===== src/rtl/sc_framer_pkg.sv =====
package sc_framer_pkg;
  // Strobes issued by the sequencer to the datapath, one cycle each
  typedef struct packed {
    logic txLoad;   // capture a new frame into the transmit shifter
    logic txBit;    // move the next line bit onto the output
    logic rxShift;  // take one data sample into the receive shifter
    logic rxDone;   // parity sample: publish the byte
  } frmStrobe_t;
endpackage


===== src/rtl/sc_framer_ctrl.sv =====
module sc_framer_ctrl
  import sc_framer_pkg::*;
#(
  parameter int DATA_W      = 8,
  parameter int CNT_W       = 16,
  parameter int DEF_BIT_LEN = 16
) (
  input  logic       clk,
  input  logic       rstN,
  input  logic       bitTick,
  input  logic       txValid,
  output logic       txReady,
  input  logic       rxLineSync,
  output frmStrobe_t strobe
);
  localparam int FRAME_W = DATA_W + 2;
  localparam int IDX_W   = $clog2(FRAME_W + 1);

  typedef enum logic [1:0] {TX_IDLE, TX_WAIT, TX_SEND} txState_t;

  txState_t           txState;
  logic [IDX_W-1:0]   txCount;
  logic [CNT_W-1:0]   tickGap;
  logic [CNT_W-1:0]   bitLen;
  logic               rxBusy;
  logic               rxPrev;
  logic [IDX_W-1:0]   rxIdx;
  logic [CNT_W-1:0]   rxCnt;
  logic               rxSampleNow;

  // Transmit sequencing: wait for a tick, then one line bit per tick
  always_ff @(posedge clk or negedge rstN) begin
    if (!rstN) begin
      txState <= TX_IDLE;
      txCount <= '0;
    end else begin
      unique case (txState)
        TX_IDLE: if (txValid) txState <= TX_WAIT;
        TX_WAIT: if (bitTick) begin
          txState <= TX_SEND;
          txCount <= IDX_W'(1);
        end
        TX_SEND: if (bitTick) begin
          if (txCount == IDX_W'(FRAME_W)) txState <= TX_IDLE;
          else txCount <= txCount + IDX_W'(1);
        end
        default: txState <= TX_IDLE;
      endcase
    end
  end

  assign txReady = (txState == TX_IDLE);

  // Bit length measured as the spacing between ticks
  always_ff @(posedge clk or negedge rstN) begin
    if (!rstN) begin
      tickGap <= '0;
      bitLen  <= CNT_W'(DEF_BIT_LEN);
    end else if (bitTick) begin
      bitLen  <= tickGap + CNT_W'(1);
      tickGap <= '0;
    end else if (tickGap != '1) begin
      tickGap <= tickGap + CNT_W'(1);
    end
  end

  // Receive sequencing: start edge, half-bit offset, then one sample per bit
  always_ff @(posedge clk or negedge rstN) begin
    if (!rstN) begin
      rxBusy <= 1'b0;
      rxPrev <= 1'b1;
      rxIdx  <= '0;
      rxCnt  <= '0;
    end else begin
      rxPrev <= rxLineSync;
      if (!rxBusy) begin
        if (rxPrev && !rxLineSync) begin
          rxBusy <= 1'b1;
          rxIdx  <= '0;
          rxCnt  <= bitLen >> 1;
        end
      end else if (rxCnt != '0) begin
        rxCnt <= rxCnt - CNT_W'(1);
      end else begin
        rxCnt <= bitLen - CNT_W'(1);
        if (rxIdx == '0 && rxLineSync) rxBusy <= 1'b0;
        else if (rxIdx == IDX_W'(FRAME_W - 1)) rxBusy <= 1'b0;
        else rxIdx <= rxIdx + IDX_W'(1);
      end
    end
  end

  assign rxSampleNow = rxBusy && (rxCnt == '0);

  always_comb begin
    strobe         = '0;
    strobe.txLoad  = txValid && txReady;
    strobe.txBit   = bitTick && (txState != TX_IDLE);
    strobe.rxShift = rxSampleNow && (rxIdx != '0) && (rxIdx != IDX_W'(FRAME_W - 1));
    strobe.rxDone  = rxSampleNow && (rxIdx == IDX_W'(FRAME_W - 1));
  end


  tx_accept_busy_chk: assert property (@(posedge clk) disable iff (!rstN)
    (txValid && txReady) |=> !txReady);
endmodule


===== src/rtl/sc_framer_dp.sv =====
module sc_framer_dp
  import sc_framer_pkg::*;
#(
  parameter int DATA_W      = 8,
  parameter int SYNC_STAGES = 2
) (
  input  logic              clk,
  input  logic              rstN,
  input  frmStrobe_t        strobe,
  input  logic              msbFirst,
  input  logic              invData,
  input  logic              oddParity,
  input  logic [DATA_W-1:0] txData,
  output logic              lineTx,
  input  logic              lineRx,
  output logic              rxLineSync,
  input  logic              rxReady,
  output logic              rxValid,
  output logic [DATA_W-1:0] rxData,
  output logic              rxParityErr
);
  localparam int FRAME_W = DATA_W + 2;

  logic [SYNC_STAGES-1:0] syncReg;
  logic [DATA_W-1:0]      txLineData, txReversed, txOrdered;
  logic [FRAME_W-1:0]     txFrame, txShift;
  logic [DATA_W-1:0]      rxShiftReg, rxReversed, rxLogical;
  logic                   rxExpPar;

  // Line synchronizer
  always_ff @(posedge clk or negedge rstN) begin
    if (!rstN) syncReg <= '1;
    else       syncReg <= {syncReg[SYNC_STAGES-2:0], lineRx};
  end
  assign rxLineSync = syncReg[SYNC_STAGES-1];

  // Bit-order reversal networks
  for (genvar gi = 0; gi < DATA_W; gi++) begin : g_rev
    assign txReversed[gi] = txLineData[DATA_W-1-gi];
    assign rxReversed[gi] = rxShiftReg[DATA_W-1-gi];
  end

  // Transmit frame: start at bit 0 (shifted out first), parity on top
  assign txLineData = txData ^ {DATA_W{invData}};
  assign txOrdered  = msbFirst ? txReversed : txLineData;
  assign txFrame    = {(^txData) ^ oddParity, txOrdered, 1'b0};

  always_ff @(posedge clk or negedge rstN) begin
    if (!rstN) begin
      txShift <= '1;
      lineTx  <= 1'b1;
    end else if (strobe.txLoad) begin
      txShift <= txFrame;
    end else if (strobe.txBit) begin
      lineTx  <= txShift[0];
      txShift <= {1'b1, txShift[FRAME_W-1:1]};
    end
  end

  // Receive assembly: first data sample ends in the top bit
  assign rxLogical = (msbFirst ? rxShiftReg : rxReversed) ^ {DATA_W{invData}};
  assign rxExpPar  = (^rxLogical) ^ oddParity;

  always_ff @(posedge clk or negedge rstN) begin
    if (!rstN) begin
      rxShiftReg  <= '0;
      rxValid     <= 1'b0;
      rxData      <= '0;
      rxParityErr <= 1'b0;
    end else begin
      if (strobe.rxShift) rxShiftReg <= {rxShiftReg[DATA_W-2:0], rxLineSync};
      if (strobe.rxDone) begin
        rxValid     <= 1'b1;
        rxData      <= rxLogical;
        rxParityErr <= (rxLineSync != rxExpPar);
      end else if (rxReady) begin
        rxValid     <= 1'b0;
        rxParityErr <= 1'b0;
      end
    end
  end


  rx_err_with_valid_chk: assert property (@(posedge clk) disable iff (!rstN)
    rxParityErr |-> rxValid);


  rx_hold_chk: assert property (@(posedge clk) disable iff (!rstN)
    (rxValid && !rxReady && !strobe.rxDone) |=> (rxValid && $stable(rxData)));
endmodule


===== src/rtl/sc_char_framer.sv =====
module sc_char_framer
  import sc_framer_pkg::*;
#(
  parameter int DATA_W      = 8,
  parameter int CNT_W       = 16,
  parameter int DEF_BIT_LEN = 16,
  parameter int SYNC_STAGES = 2
) (
  input  logic              clk,
  input  logic              rstN,
  input  logic              bitTick,
  input  logic              msbFirst,
  input  logic              invData,
  input  logic              oddParity,
  input  logic              txValid,
  input  logic [DATA_W-1:0] txData,
  output logic              txReady,
  output logic              lineTx,
  input  logic              lineRx,
  input  logic              rxReady,
  output logic              rxValid,
  output logic [DATA_W-1:0] rxData,
  output logic              rxParityErr
);
  frmStrobe_t strobe;
  logic       rxLineSync;

  sc_framer_ctrl #(
    .DATA_W(DATA_W), .CNT_W(CNT_W), .DEF_BIT_LEN(DEF_BIT_LEN)
  ) u_ctrl (
    .clk(clk), .rstN(rstN), .bitTick(bitTick), .txValid(txValid),
    .txReady(txReady), .rxLineSync(rxLineSync), .strobe(strobe)
  );

  sc_framer_dp #(
    .DATA_W(DATA_W), .SYNC_STAGES(SYNC_STAGES)
  ) u_dp (
    .clk(clk), .rstN(rstN), .strobe(strobe), .msbFirst(msbFirst),
    .invData(invData), .oddParity(oddParity), .txData(txData),
    .lineTx(lineTx), .lineRx(lineRx), .rxLineSync(rxLineSync),
    .rxReady(rxReady), .rxValid(rxValid), .rxData(rxData),
    .rxParityErr(rxParityErr)
  );


  idle_line_high_chk: assert property (@(posedge clk) disable iff (!rstN)
    txReady |-> lineTx);


  line_moves_on_tick_chk: assert property (@(posedge clk) disable iff (!rstN)
    $fell(lineTx) |-> $past(bitTick));
endmodule


===== config.mk =====
export PLATFORM = sky130hd
export DESIGN_NAME = sc_char_framer
export DESIGN_NICKNAME = d
export VERILOG_FILES = /design/src/rtl/sc_framer_pkg.sv /design/src/rtl/sc_framer_ctrl.sv /design/src/rtl/sc_framer_dp.sv /design/src/rtl/sc_char_framer.sv
export SDC_FILE = /design/constraint.sdc
export NUM_CORES = 1
export LEC_CHECK = 0
export BUFFER_PORTS_ARGS = -buffer_cell sky130_fd_sc_hd__buf_2
export CORE_MARGIN = 10
export CORE_UTILIZATION = 49
export DETAILED_ROUTE_END_ITERATION = 12
export PLACE_DENSITY = 0.66
export SYNTH_ARGS = -nofsm -noshare
export SYNTH_HDL_FRONTEND = slang
export SYNTH_SLANG_ARGS = --single-unit
export TNS_END_PERCENT = 100

===== constraint.sdc =====
create_clock -name clk -period 3.3 [get_ports clk]
set_input_delay 0.66 -clock clk [delete_from_list [all_inputs] [get_ports clk]]
set_output_delay 0.66 -clock clk [all_outputs]
set_load 0.02 [all_outputs]

# Word-level counts from Yosys, hierarchy flattened

Index checks and enable logic that the tools add are counted.

Register bits after elaboration: 91
Input bits: 17
Output and inout port bits: 12
Word-level logic and storage cells: 97

Add/sub/neg operators: 5
Equal/unequal tests: 15
Mux-type cells: 31
Bitwise logic cells: 5
Reduce and logical (&&, ||, !) cells: 26

Operators by type and width:

| cell                  | number |
|---|---|
| $mux 16               | 5 |
| $mux 4                | 8 |
| $sub 16x1->16 const B | 2 |
| $mux 10               | 2 |
| $add 16x1->16 const B | 1 |
| $logic_not 16->1      | 1 |
| $mux 8                | 2 |
| $ne 16x16->1 const B  | 1 |
| $reduce_bool 16->1    | 1 |
| $reduce_xor 8->1      | 2 |
| $xor 8x8->8           | 2 |
| $ne 2x2->1 const B    | 7 |
| $reduce_and 4->1      | 3 |
| $reduce_bool 2->1     | 6 |
| $add 4x1->4 const B   | 2 |
| $eq 4x4->1 const B    | 2 |
| $logic_and 1x1->1     | 8 |
| $mux 1                | 8 |
| $mux 2                | 4 |
| $pmux 4 s2            | 1 |
| $pmux 2 s3            | 1 |
| $logic_not 4->1       | 1 |
| $ne 4x4->1 const B    | 1 |
| $reduce_bool 4->1     | 1 |
| other kinds (9)       | 10 |

# Depth between registers and ports, before layout

Depth in word-level cells: 6
Mapped depth: 10
Mapped depth without buffers: 10

# Hierarchy

Synthesis repeated with hierarchy kept, for this count alone.

Cell total of the unflattened synthesis: 533
Area, all modules: 5,250.0 um2

By module, submodules not included:

| module         | times used | cells an instance | area each (um2) | sequential area each (um2) |
|---|---|---|---|---|
| sc_framer_ctrl | 1          | 395               | 3,522.1         | 1,503.9 |
| sc_framer_dp   | 1          | 138               | 1,727.9         | 792.0 |

# Least setup slack after synthesis

No wires, ideal clock.

Path type: register to register
From: register u_ctrl.rxCnt[2]
To: register u_ctrl.rxCnt[12]
Library setup time: 0.123 ns
Arrival: 2.523 ns
Data required time: 3.177 ns
Setup slack: 0.655 ns
Cell stages (with the launch flop): 11
Path buffers: 1
Period minus slack after synthesis: 2.645 ns
Cell sequence: dfrtp_1 or3_1 clkbuf_1 nor2_1 a21oi_1 ha_1 nor3b_1 nand2_1 a2111oi_0 o2111ai_1 o221a_2

Longest elaborated chain between the ends: 3
Elaborated cells between the ends (all ways): 4
Those cells by class: 1 x add/sub; 2 x mux; 1 x reduce/logical

RTL lines:

| what                                                | line                                       | source |
|---|---|---|
| start: declaration                                  | sc_framer_ctrl.sv:28                       | `logic [CNT_W-1:0] rxCnt;` |
| start signal: assignment                            | sc_framer_ctrl.sv:80                       | `rxCnt <= bitLen >> 1;` |
| start signal: assignment                            | sc_framer_ctrl.sv:83                       | `rxCnt <= rxCnt - CNT_W'(1);` |
| start signal: assignment                            | sc_framer_ctrl.sv:85                       | `rxCnt <= bitLen - CNT_W'(1);` |
| $sub 16x1->16 or $reduce_bool 16->1 (tied branches) | sc_framer_ctrl.sv:83, sc_framer_ctrl.sv:82 |  |
| $mux 16 *                                           | sc_framer_ctrl.sv:82                       | `end else if (rxCnt != '0) begin` |
| $mux 16 *                                           | sc_framer_ctrl.sv:76                       | `if (!rxBusy) begin` |

Mark *: on every way between the ends. The rest lies on a longest branch, timed or not.
A chain may end at the register's enable or synchronous reset.

# Final worst setup path

From: register u_ctrl.rxCnt[5]
To: register u_ctrl.rxCnt[14]

Same word-level chain as after synthesis.

==> results.tsv <==
stage	metric	value	unit
outcome	status	complete, no violations	
floorplanning	die area	15200	um2
sta	worst hold slack	0.355	ns
clock_tree	clk_lat worst skew	0.38	ns
synth	count of different cell masters after synthesis	60	
sta	period utilization	0.874	
detailed_routing	total number of vias	4080	
detailed_routing	Avg Vias per Cell	5.81	
pwr	switch share	0.355	
setup_path	Data arrival, critical path	3.16	ns
sta	fmax	347	MHz
synth	Ys Warns	0	
clock_tree	CTS Sinks	91	
setup_path	CP Launch Type	register	
sta	slew margin rel.	0.304	
setup_path	Worst setup EP type	register	
setup_path	crit path kind	reg2reg	
synth	register area share after synthesis	0.439	
detailed_routing	DR iter-0 viols	212	
clock_tree	Setup Buffers After CTS	0	
run	MaxCap Viol Count	0	
synth	Seq cells post-synth	91	
clock_tree	Clock transition at path regs	0.09	ns
clock_tree	htree depth	3	
detailed_routing	DR pass1 iterations	5	
finish	synth-to-layout area growth	9.26	%
sta	Slew @ Worst Pin	1.04	ns
sta	final setup vio count	0	
pwr	Power, Total	3.33	mW
global_routing	total grt overflow	0	
pwr	NetSw	1.18	mW
setup_path	Required @ worst endpoint	3.57	ns
sta	PnR worst setup slack	0.417	ns
synth	syn_area_per_cell	9.72	um2
sta	min Tclk post-route	2.88	ns
floorplanning	die height	123	um
global_routing	GR Util All Layers	0.157	
placed_design	routability cong.	0.917	
synth	Synth Net Count	562	
pwr	clock share of power	0.231	
global_routing	number of global-route vias before repair	3908	
placed_design	# port buffers	28	
clock_tree	post-CTS resize count	0	
pwr	Logic pwr share	0.277	
pwr	Sequential Power Share	0.492	
synth	flip-flop cell with the highest count after synthesis	dfrtp_1	
sta	Max Clock Skew	0.00996	ns
detailed_routing	Routed Antenna Nets	0	
synth	Post-synth EDFFs	0	
finish	n_diodes	0	
global_routing	first-pass GRT wire length	19400	um
setup_path	R2R Setup Slk	0.42	ns
clock_tree	hold-fix buffer count after cts	0	
sta	Setup TNS Final	0	ns
pwr	Internal Pwr Total	2.15	mW
clock_tree	Root Buffer	clkbuf_8	
min_path	Hold Path Class	reg2reg	
floorplanning	IO Pins	29	
finish	proportion of layout cells with a drive suffix above 1	0.186	
sta	Slew Limit Fails	0	
pwr	Leakage	2.38	nW
floorplanning	Core Area	10400	um2
detailed_routing	Routed WL per cell	16.3	um
placed_design	worst slack, placed	0.480	ns
finish	nets	585	
clock_tree	clk buf depth	2	
pwr	pwr/cell area	583	nW/um2
setup_path	Crit Path Max Fanout	5	
clock_tree	TritonCTS Buffers	9	
synth	Netlist Area Pre-Place	5230	um2
floorplanning	Die W	123	um
synth	ys async rst share	1.00	
synth	Post-Synthesis Cells	538	
detailed_routing	drt total wl	11500	um
clock_tree	CTS tree	built	
placed_design	dpl hpwl	7950	um
sta	RSZ-0062 raised after global routing	no	
global_routing	pin count of the biggest net entering global routing	84	
sta	final hold vios	0	
global_routing	antenna violations before repair	0	
floorplanning	FP Rows	37	
floorplanning	starting density of the core	0.504	
detailed_routing	drt drc	0	
finish	commonest cells after routing, fill and taps aside	76 x dfrtp_1, 43 x nand2_1, 42 x nor2_1	
finish	most common cell after layout, fill and taps aside	dfrtp_1	
pwr	VDD IR max	0.419	mV
==> power by group through the flow <==
stage,Clock (mW),Combinational (mW),Sequential [mW]
after CTS,0.792,0.928,1.63
after global placement,0,0.895,1.63
after global routing,0.833,1.05,1.67
final,0.771,0.923,1.64
after floorplan,0,0.725,1.56
after detailed placement,0,0.920,1.65
==> per-stage QoR <==
stage / area (um2) / utilization / std cells
after floorplan: 5230 / - / 538
after global placement: 5520 / 0.533 / 686
after detailed placement: 5520 / 0.533 / 686
after CTS: 5710 / 0.551 / 702
after global routing: 5710 / 0.551 / 702
final: 5710 / 0.551 / 702
==> sequential cells by signal, summed over array words and instances (netlist names) <==
signal and cells:
u_ctrl.txState 2, u_dp.rxParityErr 1, u_ctrl.txCount 4, u_dp.rxValid 1
u_ctrl.rxIdx 4, u_dp.syncReg 2, u_dp.lineTx 1, u_dp.txShift 10
u_ctrl.rxCnt 16, u_ctrl.rxBusy 1, u_ctrl.bitLen 16, u_dp.rxShiftReg 8
u_dp.rxData 8, u_ctrl.tickGap 16, u_ctrl.rxPrev 1
==> kinds of logic after synthesis <==
kind of cell,count (synthesis),synth area share
mux,51,0.100
compound gates,131,0.156
flops,91,0.439
simple gates,161,0.161
fa+ha+maj,7,0.0167
xor+xnor,56,0.0938
buf+inv,41,0.0333
==> per-layer routing <==
layer / part of all wire / global-route usage / vias to the layer above
li1: - / - / 1982
met1: 0.47 / 0.215 / 2014
met2: 0.47 / 0.240 / 73
met3: 0.040 / 0.0314 / 11
met4: 0.016 / 0.0633 / 0
met5: 0 / 0 / -
==> worst paths after layout <==
path	start	depth (start not counted)	to
setup / recovery	u_ctrl.rxCnt[5]	11	u_ctrl.rxCnt[14]
setup reg to reg	u_ctrl.rxCnt[5]	11	u_ctrl.rxCnt[14]
hold / removal	u_dp.syncReg[0]	0	u_dp.syncReg[1]
max in group asynchronous	rstN	2	u_dp.txShift[6]
hold reg to reg	u_dp.syncReg[0]	0	u_dp.syncReg[1]
min in group asynchronous	rstN	1	u_ctrl.tickGap[15]
==> final cells by class <==
cell class	instances	area (um2)
clock buffer	10	128
clock inverter	6	63.8
fill	936	4660
inverter	11	41.3
multi-input combinational	406	2770
sequential	91	2300
tap	136	170
timing repair buffer	42	248
==> worst max-delay path, stage by stage (launching register included) <==
cell,delay (ns)
dfrtp_1,0.45
nor4_2,0.49
nand4_1,0.19
nor2_1,0.33
a21oi_1,0.16
ha_1,0.23
nor3b_1,0.16
buf_4,0.16
nand3_1,0.08
a21oi_1,0.08
a31o_2,0.22
a31o_2,0.22
==> Yosys cell counts (all sizes together) (10+ instances only) <==
| cell type | count | share of area |
|---|---|---|
| nor2 | 42 | 0.030 |
| nand3 | 11 | 0.011 |
| a21oi | 28 | 0.027 |
| nor4 | 10 | 0.016 |
| clkbuf | 22 | 0.016 |
| xor2 | 21 | 0.035 |
| dfrtp | 76 | 0.36 |
| nand2 | 44 | 0.032 |
| mux2 | 11 | 0.024 |
| a31oi | 14 | 0.017 |
| dfstp | 15 | 0.075 |
| nor3 | 11 | 0.013 |
| o21ai | 46 | 0.045 |
| inv | 11 | 0.0079 |
| xnor2 | 35 | 0.059 |
| mux2i | 40 | 0.077 |
(Power assumes the default switching activity.)
